[src/rtl/bbpll_lf_pkg.sv]
package bbpll_lf_pkg;

    typedef enum logic {
        MODE_TRACK = 1'b0,
        MODE_ACQ   = 1'b1
    } lf_mode_e;

    localparam int DEF_TUNE_W  = 16;
    localparam int DEF_COEF_W  = 12;
    localparam int DEF_NIIR    = 4;
    localparam int DEF_LOCK_RUN = 32;

    // clamp a wide signed value into [lo, hi]
    function automatic logic signed [63:0] clamp64(
        input logic signed [63:0] v,
        input logic signed [63:0] lo,
        input logic signed [63:0] hi
    );
        if (v > hi) return hi;
        if (v < lo) return lo;
        return v;
    endfunction

endpackage

[src/rtl/bbpll_lf_gain.sv]
module bbpll_lf_gain
    import bbpll_lf_pkg::*;
#(
    parameter int CW       = DEF_COEF_W,
    parameter int LOCK_RUN = DEF_LOCK_RUN
) (
    input  logic          clk,
    input  logic          rst,
    input  logic          pd_lead,
    input  logic          acq_en,
    input  logic [CW-1:0] alpha,
    input  logic [CW-1:0] beta,
    input  logic [2:0]    lock_shift,
    output logic [CW-1:0] a_gain,
    output logic [CW-1:0] b_gain,
    output lf_mode_e      mode
);
    localparam int RW = $clog2(LOCK_RUN + 1);
    localparam logic [RW-1:0] RUN_LAST = RW'(LOCK_RUN - 1);

    lf_mode_e    mode_q;
    logic [RW-1:0] run_q;
    logic        prev_q;
    logic        have_prev_q;
    logic        toggled;

    assign toggled = have_prev_q && (pd_lead != prev_q);
    assign mode    = mode_q;

    always_comb begin
        if (mode_q == MODE_ACQ) begin
            a_gain = alpha;
            b_gain = beta;
        end else begin
            a_gain = alpha >> lock_shift;
            b_gain = beta >> lock_shift;
        end
    end

    always_ff @(posedge clk) begin
        if (rst) begin
            mode_q      <= acq_en ? MODE_ACQ : MODE_TRACK;
            run_q       <= '0;
            prev_q      <= 1'b0;
            have_prev_q <= 1'b0;
        end else begin
            prev_q      <= pd_lead;
            have_prev_q <= 1'b1;
            if (mode_q == MODE_ACQ) begin
                if (toggled) begin
                    if (run_q == RUN_LAST) begin
                        mode_q <= MODE_TRACK;
                    end
                    run_q <= run_q + 1'b1;
                end else begin
                    run_q <= '0;
                end
            end
        end
    end
endmodule

[src/rtl/bbpll_lf_pi.sv]
module bbpll_lf_pi
    import bbpll_lf_pkg::*;
#(
    parameter int W  = DEF_TUNE_W,
    parameter int CW = DEF_COEF_W,
    parameter int DW = W + 3
) (
    input  logic                 clk,
    input  logic                 rst,
    input  logic                 pd_lead,
    input  logic [CW-1:0]        a_gain,
    input  logic [CW-1:0]        b_gain,
    output logic signed [DW-1:0] acc,
    output logic signed [DW-1:0] pi_out
);
    localparam logic signed [63:0] LIM_HI = (64'sd1 <<< (W - 1)) - 64'sd1;
    localparam logic signed [63:0] LIM_LO = -(64'sd1 <<< (W - 1));

    logic signed [DW-1:0] acc_q;
    logic signed [DW-1:0] a_ext;
    logic signed [DW-1:0] b_ext;
    logic signed [DW-1:0] acc_nx;
    logic signed [63:0]   acc_raw;

    assign a_ext = signed'({{(DW-CW){1'b0}}, a_gain});
    assign b_ext = signed'({{(DW-CW){1'b0}}, b_gain});

    always_comb begin
        acc_raw = 64'(acc_q) + (pd_lead ? 64'(b_ext) : -64'(b_ext));
        acc_nx  = DW'(clamp64(acc_raw, LIM_LO, LIM_HI));
        pi_out  = pd_lead ? (acc_nx + a_ext) : (acc_nx - a_ext);
    end

    always_ff @(posedge clk) begin
        if (rst) acc_q <= '0;
        else     acc_q <= acc_nx;
    end

    assign acc = acc_q;
endmodule

[src/rtl/bbpll_lf_iir.sv]
module bbpll_lf_iir #(
    parameter int DW = 19
) (
    input  logic                 clk,
    input  logic                 rst,
    input  logic                 en,
    input  logic [2:0]           k,
    input  logic signed [DW-1:0] x,
    output logic signed [DW-1:0] y
);
    logic signed [DW-1:0] y_q;
    logic signed [DW-1:0] diff;
    logic signed [DW-1:0] y_nx;

    always_comb begin
        diff = x - y_q;
        y_nx = en ? (y_q + (diff >>> k)) : x;
    end

    always_ff @(posedge clk) begin
        if (rst) y_q <= '0;
        else     y_q <= y_nx;
    end

    assign y = y_nx;
endmodule

[src/rtl/bbpll_loop_filter.sv]
module bbpll_loop_filter
    import bbpll_lf_pkg::*;
#(
    parameter int W        = DEF_TUNE_W,
    parameter int CW       = DEF_COEF_W,
    parameter int NIIR     = DEF_NIIR,
    parameter int LOCK_RUN = DEF_LOCK_RUN
) (
    input  logic                clk,
    input  logic                rst,
    input  logic                pd_lead,
    input  logic [CW-1:0]       alpha,
    input  logic [CW-1:0]       beta,
    input  logic [2:0]          lock_shift,
    input  logic                acq_en,
    input  logic [NIIR-1:0]     iir_en,
    input  logic [3*NIIR-1:0]   iir_k,
    input  logic signed [W-1:0] center,
    output logic signed [W-1:0] tune_word,
    output logic                acq_active
);
    localparam int DW = W + 3;
    localparam logic signed [63:0] OUT_HI = (64'sd1 <<< (W - 1)) - 64'sd1;
    localparam logic signed [63:0] OUT_LO = -(64'sd1 <<< (W - 1));

    logic [CW-1:0]        a_gain;
    logic [CW-1:0]        b_gain;
    lf_mode_e             mode;
    logic signed [DW-1:0] acc_q;
    logic signed [DW-1:0] chain [NIIR+1];
    logic signed [W-1:0]  tune_q;
    logic signed [W-1:0]  tune_nx;

    bbpll_lf_gain #(.CW(CW), .LOCK_RUN(LOCK_RUN)) u_gain (
        .clk(clk), .rst(rst), .pd_lead(pd_lead), .acq_en(acq_en),
        .alpha(alpha), .beta(beta), .lock_shift(lock_shift),
        .a_gain(a_gain), .b_gain(b_gain), .mode(mode)
    );

    bbpll_lf_pi #(.W(W), .CW(CW), .DW(DW)) u_pi (
        .clk(clk), .rst(rst), .pd_lead(pd_lead),
        .a_gain(a_gain), .b_gain(b_gain),
        .acc(acc_q), .pi_out(chain[0])
    );

    for (genvar i = 0; i < NIIR; i++) begin : g_iir
        bbpll_lf_iir #(.DW(DW)) u_sec (
            .clk(clk), .rst(rst), .en(iir_en[i]), .k(iir_k[3*i +: 3]),
            .x(chain[i]), .y(chain[i+1])
        );
    end

    assign tune_nx = W'(clamp64(64'(center) + 64'(chain[NIIR]), OUT_LO, OUT_HI));

    always_ff @(posedge clk) begin
        if (rst) tune_q <= center;
        else     tune_q <= tune_nx;
    end

    assign tune_word  = tune_q;
    assign acq_active = (mode == MODE_ACQ);
endmodule

[config.mk]
export PLATFORM = sky130hd
export DESIGN_NAME = bbpll_loop_filter
export DESIGN_NICKNAME = d
export VERILOG_FILES = /design/src/rtl/bbpll_lf_pkg.sv /design/src/rtl/bbpll_lf_gain.sv /design/src/rtl/bbpll_lf_pi.sv /design/src/rtl/bbpll_lf_iir.sv /design/src/rtl/bbpll_loop_filter.sv
export SDC_FILE = /design/constraint.sdc
export NUM_CORES = 1
export LEC_CHECK = 0
export CAP_MARGIN = 0
export CORE_ASPECT_RATIO = 1.2
export CORE_MARGIN = 3
export CORE_UTILIZATION = 55
export CTS_CLUSTER_DIAMETER = 150
export DETAILED_ROUTE_END_ITERATION = 12
export DONT_BUFFER_PORTS = 1
export GPL_TIMING_DRIVEN = 1
export PLACE_DENSITY = 0.7
export SLEW_MARGIN = 20
export SYNTH_ARGS = -nofsm -noshare
export SYNTH_HDL_FRONTEND = slang
export SYNTH_SLANG_ARGS = --single-unit
[constraint.sdc]
create_clock -name clk -period 25.6 [get_ports clk]
set_clock_uncertainty 0.15 [all_clocks]
set_input_delay 0 -clock clk [delete_from_list [all_inputs] [get_ports clk]]
set_output_delay 0 -clock clk [all_outputs]
set_load 0.05 [all_outputs]
==> impl_metrics.tcl, run 1 <==
set metrics [dict create \
    cts_sinks 120 \
    netlist.area_leader.share_pct 14.6 \
    dpl.cell_count 2910 \
    drc 0 \
    grt_pass1_wl_microns 86100 \
    final_cell_count_no_fill 2989 \
    status "finished clean" \
    cts_tree "yes" \
    critical-path-max-stage-delay_ns 0.67 \
    cts_inserted_buffers 17 \
    io_pins 80 \
    io_buffers 0 \
    ys_top_cells_by_area "ha_1 15%, dfxtp_1 13%, a21oi_1 6.4%, xnor2_1 6.0%, nor2_1 5.5%" \
    dpl_cell_area_sq_mm 0.0190 \
    antenna_found_initial 0 \
    via_per_inst 6.09 \
    worstReg2RegStart "u_gain.mode" \
    yosys.cell_count.top_type "nor2_1" \
    area_growth_pct 9.34 \
    finalCritPeriodShare_pct 94.3 \
    core-area_sq_mm 0.0332 \
    die_w_microns 174 \
    grt-ovfl-total 0 \
    drv_slew 0 \
    crit_type "register to register" \
    setup_violations 0 \
    met1_usage_pct 33.1 \
    core.rowCount 73 \
    wl_per_cell_microns 18.0 \
    synth_top_area_cell "ha_1" \
    synth_edf_count 0 \
    fp.dieH_microns 207 \
    syn_nets 2823 \
    crit_path_start_kind "register" \
    ys.flop_type "dfxtp_1" \
    use_met2_pct 53.1 \
    ant_nets 0 \
    synth.avg_cell_area_sq_um 7.33 \
    tightest_slew_ns 1.05 \
    tns_ns 0 \
    diodes 0 \
    finalHoldViolCount 0 \
    fin_area_sq_mm 0.0203 \
    critPathMaxFanout 16 \
    drtPass1Iterations 6 \
    grt_pass1_vias 17400 \
    reg2reg_slack_ns 1.47 \
    crit_family "compound AO/OA/AOI/OAI gates" \
    synth_common_cells "273 x nor2_1, 239 x a21oi_1, 217 x ha_1, 189 x o21ai_0, 182 x inv_1" \
    min_to "g_iir[2].u_sec.y_q[17]" \
    multiInputGateArea_sq_mm 0.0154 \
    die-area_sq_mm 0.0360 \
    syn-instance-count 2532 \
    synth_seq_cells 120 \
    hpwl_microns 42600 \
    drive_gt1_share_pct 9.53 \
    period_minus_slack_ns 24.13 \
    maxSlewHeadroom_pct 29.5 \
    clk_latency_ns 0.44 \
    crit_top_cell "ha_1" \
    drtIter0Drc 1183 \
    ff2ff_path_depth 116 \
    totalWireLength_microns 53800 \
    fmax_mhz 41.4 \
    ys_async_sr_fraction_pct 0 \
    busiest_layer "met2" \
    cp_num_cells 116 \
    hold_start "iir_en[2]" \
    vias 18200 \
    clk_pin_slew_ns 0.06 \
    synth_cell_types 80 \
    gr-usage-met3_pct 3.40 \
    yosys_warnings 0 \
    path_buf_inv 8 \
    yosysSeqAreaShare_pct 12.9 \
    fillCellCount 3129 \
    maxCapViolations 0 \
    ff_latch_area_sq_mm 0.00241 \
    clockBufferDepth 2 \
    arrival_ns 24.37 \
    whs_path_depth 2 \
    syn_area_sq_mm 0.0186 \
    root_buffer "clkbuf_16" \
    crit_path_end_kind "register" \
    grt_usage_pct 28.5 \
    h-tree-depth 4 \
    nNetsFinal 2817 \
    hp-class "input pin to register" \
    critPathSlowestCell "or4b_2" \
    grt_max_degree 78 \
    start_util_pct 55.8 \
    gp_congestion 0.966 \
    r2r-end "tune_word[1]" \
    worstPathRequired_ns 25.83 \
]
==> layer usage <==
layer / part of all wire [%] / routed length [microns] / vias to the layer above
met5: 0 / 0 / -
met1: 41 / 21800 / 8575
met3: 4.0 / 2160 / 131
li1: - / - / 9011
met4: 3.9 / 2080 / 0
met2: 52 / 27700 / 479
==> per-stage QoR <==
step / hold slack [ns] / util, % / setup slack, ns
after floorplan: -0.0373 / - / 1.87
final: 0.0000239 / 61.0 / 1.47
after detailed placement: -0.0656 / 57.0 / -0.165
after CTS: 0.00121 / 59.6 / 0.0109
after global placement: -0.0719 / 57.0 / 0.337
after global routing: 0.00704 / 61.0 / -0.221
==> registers in the layout, indices dropped and copies added, names as in the netlist <==
name	cells
u_gain.mode	1
u_pi.acc	19
u_gain.prev_q	1
u_gain.run_q	6
g_iir.u_sec.y_q	76
tune_word	16
u_gain.have_prev_q	1
==> placed cells by master (no fill, tap or decap), types with 14 or more instances in the layout <==
| cell type | Yosys | layout |
|---|---|---|
| a211oi_1 | 29 | 23 |
| a21o_1 | 69 | 68 |
| a21oi_1 | 239 | 230 |
| a31oi_1 | 31 | 29 |
| and2_1 | 53 | 52 |
| and3_1 | 23 | 21 |
| buf_4 | 0 | 44 |
| clkbuf_16 | 0 | 17 |
| dfxtp_1 | 120 | 119 |
| dlygate4sd3_1 | 0 | 27 |
| ha_1 | 217 | 216 |
| inv_1 | 182 | 182 |
| mux2_2 | 67 | 67 |
| mux2i_1 | 99 | 95 |
| nand2_1 | 181 | 181 |
| nand2b_1 | 31 | 31 |
| nand3_1 | 24 | 24 |
| nand4_1 | 16 | 16 |
| nor2_1 | 273 | 271 |
| nor2b_1 | 37 | 36 |
| nor3_1 | 56 | 53 |
| o211ai_1 | 16 | 16 |
| o21a_1 | 43 | 43 |
| o21ai_0 | 189 | 172 |
| o21ai_1 | 4 | 19 |
| o21bai_1 | 20 | 20 |
| o22ai_1 | 22 | 22 |
| o31ai_1 | 21 | 14 |
| or3_1 | 16 | 16 |
| xnor2_1 | 128 | 125 |
| xor2_1 | 69 | 69 |
==> kinds of logic (layout without fill, tap and decap cells) <==
logic type | count (synthesis) | count (layout) | share of synthesized area, %
fa+ha+maj | 228 | 228 | 15.8
mux | 179 | 179 | 11.0
compound gates | 760 | 760 | 25.2
simple gates | 754 | 754 | 19.1
xor+xnor | 204 | 204 | 10.1
buf+inv | 287 | 294 | 5.88
flops | 120 | 120 | 12.9
==> area by class of cell <==
cell class                      count  share of cell area (%)
Clock buffer                       19                    2.18
Clock inverter                     13                   0.610
Inverter                          187                    3.46
Multi-Input combinational cell   2125                    75.9
Sequential cell                   120                    11.9
Tap cell                          450                    2.77
Timing Repair Buffer               75                    3.23
==> how the worst max path moves through the flow <==
stage | startpoint | end | slack (ns)
after floorplan | u_gain.mode | tune_word[10] | 1.87
after global placement | u_gain.mode | tune_word[1] | 0.34
after detailed placement | u_gain.mode | tune_word[1] | -0.16
after CTS | u_gain.mode | tune_word[1] | 0.01
after global routing | u_gain.mode | tune_word[1] | -0.22
final | u_gain.mode | tune_word[1] | 1.47
==> timing repair <==
| action | CTS | global route |
|---|---|---|
| pin swaps | 0 | 16 |
| setup buffers | 0 | 19 |
| resized for setup | 3 | 87 |
| gates cloned | 0 | 0 |
| hold buffers | 28 | 0 |
| endpoints found under the hold margin | 114 | 0 |
| endpoints found under the setup margin | 15 | 19 |
Power of run 1 is left out: the tool's default activity adds up to more than one toggle a clock period on the data nets, which glitch-free logic cannot reach.
==> run 2: changes to the inputs <==
--- a/config.mk
+++ b/config.mk
@@ -7,7 +7,7 @@
 export LEC_CHECK = 0
 export CAP_MARGIN = 0
 export CORE_ASPECT_RATIO = 1.2
-export CORE_MARGIN = 3
+export CORE_MARGIN = 4
 export CORE_UTILIZATION = 55
 export CTS_CLUSTER_DIAMETER = 150
 export DETAILED_ROUTE_END_ITERATION = 12
==> run 2 against run 1 <==
Global-route usage is 0.42 points higher. Cell count hardly changed. Sequential cell count did not move. Critical path depth shrank 6. Sequential share of layout area shrank 0.13 points. Largest cell class unchanged.
==> impl_metrics.tcl, run 2 (synthesis gave the netlist of run 1 again) <==
set metrics [dict create \
    ant_nets 0 \
    status "finished clean" \
    dpl_cell_area_sq_mm 0.0189 \
    via_per_inst 6.18 \
    io_buffers 0 \
    maxCapViolations 0 \
    busiest_layer "met2" \
    maxSlewHeadroom_pct 34.4 \
    hp-class "input pin to register" \
    wl_per_cell_microns 18.6 \
    drtPass1Iterations 9 \
    critPathMaxFanout 22 \
    totalWireLength_microns 55700 \
    reg2reg_slack_ns 1.55 \
    drc 0 \
    met1_usage_pct 33.4 \
    drtIter0Drc 1402 \
    vias 18500 \
    finalCritPeriodShare_pct 93.9 \
    core-area_sq_mm 0.0332 \
    grt_pass1_wl_microns 88500 \
    clk_latency_ns 0.44 \
    cts_inserted_buffers 17 \
    fin_area_sq_mm 0.0205 \
    h-tree-depth 4 \
    grt-ovfl-total 0 \
    drive_gt1_share_pct 10.2 \
    grt_pass1_vias 18100 \
    layout_commonest_cell "nor2_1" \
    finalHoldViolCount 0 \
    cts_sinks 120 \
    nNetsFinal 2819 \
    grt_max_degree 77 \
    clockBufferDepth 2 \
    fmax_mhz 41.6 \
    crit_path_end_kind "register" \
    tightest_slew_ns 0.984 \
    use_met2_pct 53.5 \
    dp_slack_ns -0.386 \
    period_minus_slack_ns 24.05 \
    fp.dieH_microns 209 \
    crit_top_cell "ha_1" \
    final_cell_count_no_fill 2991 \
    antenna_found_initial 1 \
    dpl.cell_count 2906 \
    die_w_microns 176 \
    final_cell_mix "269 x nor2_1, 222 x a21oi_1, 214 x ha_1" \
    core.rowCount 73 \
    drv_slew 0 \
    crit_path_start_kind "register" \
    critPathSlowestCell "or4b_2" \
    finalWorstSetupSlack_ns 1.55 \
    io_pins 80 \
    crit_type "register to register" \
    die-area_sq_mm 0.0368 \
    start_util_pct 55.8 \
    largest_reg_flops 76 \
    grt_usage_pct 29.0 \
    root_buffer "clkbuf_16" \
    setup_violations 0 \
    diodes 0 \
    clk_pin_slew_ns 0.07 \
    gr-usage-met3_pct 3.76 \
    area_growth_pct 10.5 \
    gp_congestion 0.960 \
    cts_tree "yes" \
    critical-path-max-stage-delay_ns 0.69 \
    worstPathRequired_ns 25.78 \
    arrival_ns 24.23 \
    hpwl_microns 43700 \
    largest_register "g_iir.u_sec.y_q" \
]
## run 2: what timing repair did
action	4_1_cts	5_1_grt
resized for setup	7	103
hold buffers	32	0
setup buffers	0	20
endpoints found under the setup margin	15	19
hold endpoints to repair	107	0
pin swaps	0	17
gates cloned	0	1
## run 2: worst max-delay path, delay by kind of cell (launching register included)
kind | cells | cell delay (ns)
buffers and inverters | 5 | 0.49
AND/OR/NAND/NOR | 26 | 5.57
AO/OA/AOI/OAI | 44 | 8.62
flip-flops | 1 | 0.39
multiplexers | 11 | 2.93
adder cells (fa/ha/maj) | 13 | 3.83
XOR/XNOR | 11 | 1.95
## run 2: routing by layer
layer / up-vias / part of all wire, %
met1: 8683 / 40
met3: 168 / 4.8
met5: - / 0.014
met2: 588 / 50
met4: 2 / 4.5
li1: 9034 / -
## run 2: area by class of cell
class / instances / area (sq um)
clock inverter: 14 / 219
fill: 3082 / 12700
inverter: 187 / 702
sequential: 120 / 2410
clock buffer: 18 / 439
tap: 450 / 563
timing repair buffer: 76 / 686
multi-input combinational: 2126 / 15500
## run 2: per-stage QoR
step	hold WS [ns]	TNS, ns	utilization (%)
floorplan	-0.0373	0	-
global placement	-0.0668	0	56.9
detailed placement	-0.0639	-4.69	56.9
CTS	0.0117	0	60.0
global route	0.0536	-0.950	61.7
finish	0.00881	0	61.7
## run 2: path summary, 6_finish.rpt
check / cells past startpoint / start / end
worst max-delay path: 110 / u_gain.mode / tune_word[1]
worst min-delay path: 4 / iir_k[5] / g_iir[1].u_sec.y_q[0]
worst max register to register: 110 / u_gain.mode / tune_word[1]
worst min register to register: 2 / u_gain.run_q[5] / u_gain.run_q[5]
Power of run 2 is left out for the same reason.
==> run 3: changes to the inputs <==
==> constraint.sdc (replaced) <==
create_clock -name clk -period 23.8 [get_ports clk]
set_clock_uncertainty 0.15 [all_clocks]
set_input_delay 0 -clock clk [delete_from_list [all_inputs] [get_ports clk]]
set_output_delay 0 -clock clk [all_outputs]
set_load 0.05 [all_outputs]
==> run 3 against run 2 <==
First-iteration DRC count fell by 7.9%. Core utilization is 4.9 points higher. Sequential cell count is the same. Count of clock-buffer cells in the layout is 3 higher. Cell count is 4.3% higher. Sequential share of layout area down 0.86 points. Critical path type unchanged. Largest cell class unchanged. Highest routed layer is now met4.
==> impl_metrics.tcl, run 3 (synthesis gave the netlist of run 1 again) <==
set metrics [dict create \
    critPathMaxFanout 16 \
    gp_congestion 0.949 \
    critical-path-max-stage-delay_ns 0.55 \
    antenna_found_initial 0 \
    finalHoldViolCount 0 \
    hold_start "iir_k[11]" \
    worstPathRequired_ns 24.00 \
    vias 19100 \
    ant_nets 0 \
    drtIter0Drc 1291 \
    crit_path_start_kind "register" \
    hp-class "input pin to register" \
    core-area_sq_mm 0.0332 \
    dpl_cell_area_sq_mm 0.0196 \
    h-tree-depth 4 \
    crit_path_end_kind "register" \
    cts_tree "yes" \
    totalWireLength_microns 59200 \
    drc 0 \
    maxCapViolations 0 \
    setup_violations 0 \
    critPathSlowestCell "o41a_4" \
    maxSlewHeadroom_pct 25.6 \
    tightest_slew_ns 1.11 \
    status "finished clean" \
    grt-ovfl-total 0 \
    clk_latency_ns 0.46 \
    arrival_ns 23.05 \
    largest_reg_flops 76 \
    fmax_mhz 43.8 \
    reg2reg_slack_ns 0.95 \
    grt_max_degree 78 \
    nNetsFinal 2947 \
    grt_pass1_wl_microns 90400 \
    hpwl_microns 45200 \
    start_util_pct 55.8 \
    via_per_inst 6.11 \
    io_pins 80 \
    fp.dieH_microns 209 \
    dp_slack_ns -0.806 \
    min_to "g_iir[3].u_sec.y_q[15]" \
    path_buf_inv 7 \
    worstReg2RegStart "u_gain.mode" \
    area_growth_pct 19.3 \
    period_minus_slack_ns 22.85 \
    clk_pin_slew_ns 0.06 \
    r2r-end "tune_word[1]" \
    cts_sinks 120 \
    die-area_sq_mm 0.0368 \
    largest_register "g_iir.u_sec.y_q" \
    crit_family "compound AO/OA/AOI/OAI gates" \
    grt_usage_pct 29.9 \
    whs_path_depth 5 \
    diodes 0 \
    cts_inserted_buffers 17 \
    finalWorstSetupSlack_ns 0.951 \
    drtPass1Iterations 6 \
    layout_commonest_cell "nor2_1" \
    cp_num_cells 112 \
    ff2ff_path_depth 112 \
    drv_slew 0 \
    grt_pass1_vias 18200 \
    finalCritPeriodShare_pct 96.0 \
    root_buffer "clkbuf_16" \
    fin_area_sq_mm 0.0221 \
    crit_type "register to register" \
    wl_per_cell_microns 19.0 \
    clockBufferDepth 2 \
    die_w_microns 176 \
    io_buffers 0 \
    core.rowCount 73 \
    final_cell_mix "262 x nor2_1, 200 x a21oi_1, 191 x ha_1" \
    drive_gt1_share_pct 18.9 \
]
## run 3: changes by cell type in the layout (fill, tap and decap cells not counted), sizes merged
cell / delta
buf: +129
bufinv: -4
clkbuf: +4
clkinvlp: +2
dlygate4sd3: -3
inv: -1
o41a: +1
## run 3: repair_timing
| item | CTS | global route |
|---|---|---|
| pin swaps | 12 | 92 |
| endpoints found under the setup margin | 16 | 20 |
| hold buffers | 29 | 0 |
| gates cloned | 0 | 4 |
| endpoints found under the hold margin | 120 | 0 |
| resized for setup | 26 | 250 |
| setup buffers | 6 | 52 |
## run 3: worst max-delay path by stage
stage	endpoint	start
after global routing	tune_word[6]	u_gain.mode
after global placement	tune_word[6]	lock_shift[1]
final	tune_word[1]	u_gain.mode
after floorplan	tune_word[10]	u_gain.mode
after detailed placement	tune_word[1]	lock_shift[1]
after CTS	tune_word[1]	u_gain.mode
## run 3: worst reg2reg max path, delay by kind of cell (launching register included)
family	cells	cell delay [ns]
xor gates and xnor gates	12	2.28
and+or+nand+nor	28	5.64
DFF	1	0.43
buffers and inverters	7	0.84
muxes	10	2.69
AOI/OAI and AO/OA	42	7.35
adders and majority gates	13	3.35
## run 3: final cells by class
type	instances	area (sq um)
Clock buffer	21	460
Tap cell	450	563
Fill cell	2950	11100
Inverter	187	702
Multi-Input combinational cell	2127	16200
Sequential cell	120	2410
Timing Repair Buffer	203	1680
Clock inverter	11	97.6
## run 3: routing by layer
layer,GRT usage (%),wire (microns)
met1,34.4,23800
met2,53.9,29900
met3,3.69,2310
met4,15.5,3260
met5,0,0
## run 3: per-stage QoR
stage	std cells	util (%)	setup TNS (ns)	hold WS, ns
6_report	3119	66.6	0	0.0249
5_1_grt	3119	66.6	-5.86	0.0427
4_1_cts	3063	62.1	0	0.00870
3_5_place_dp	2996	59.0	-11.44	-0.0476
3_3_place_gp	2996	59.0	-4.89	-0.0484
2_1_floorplan	2532	-	0	-0.0373
Power of run 3 is left out for the same reason.
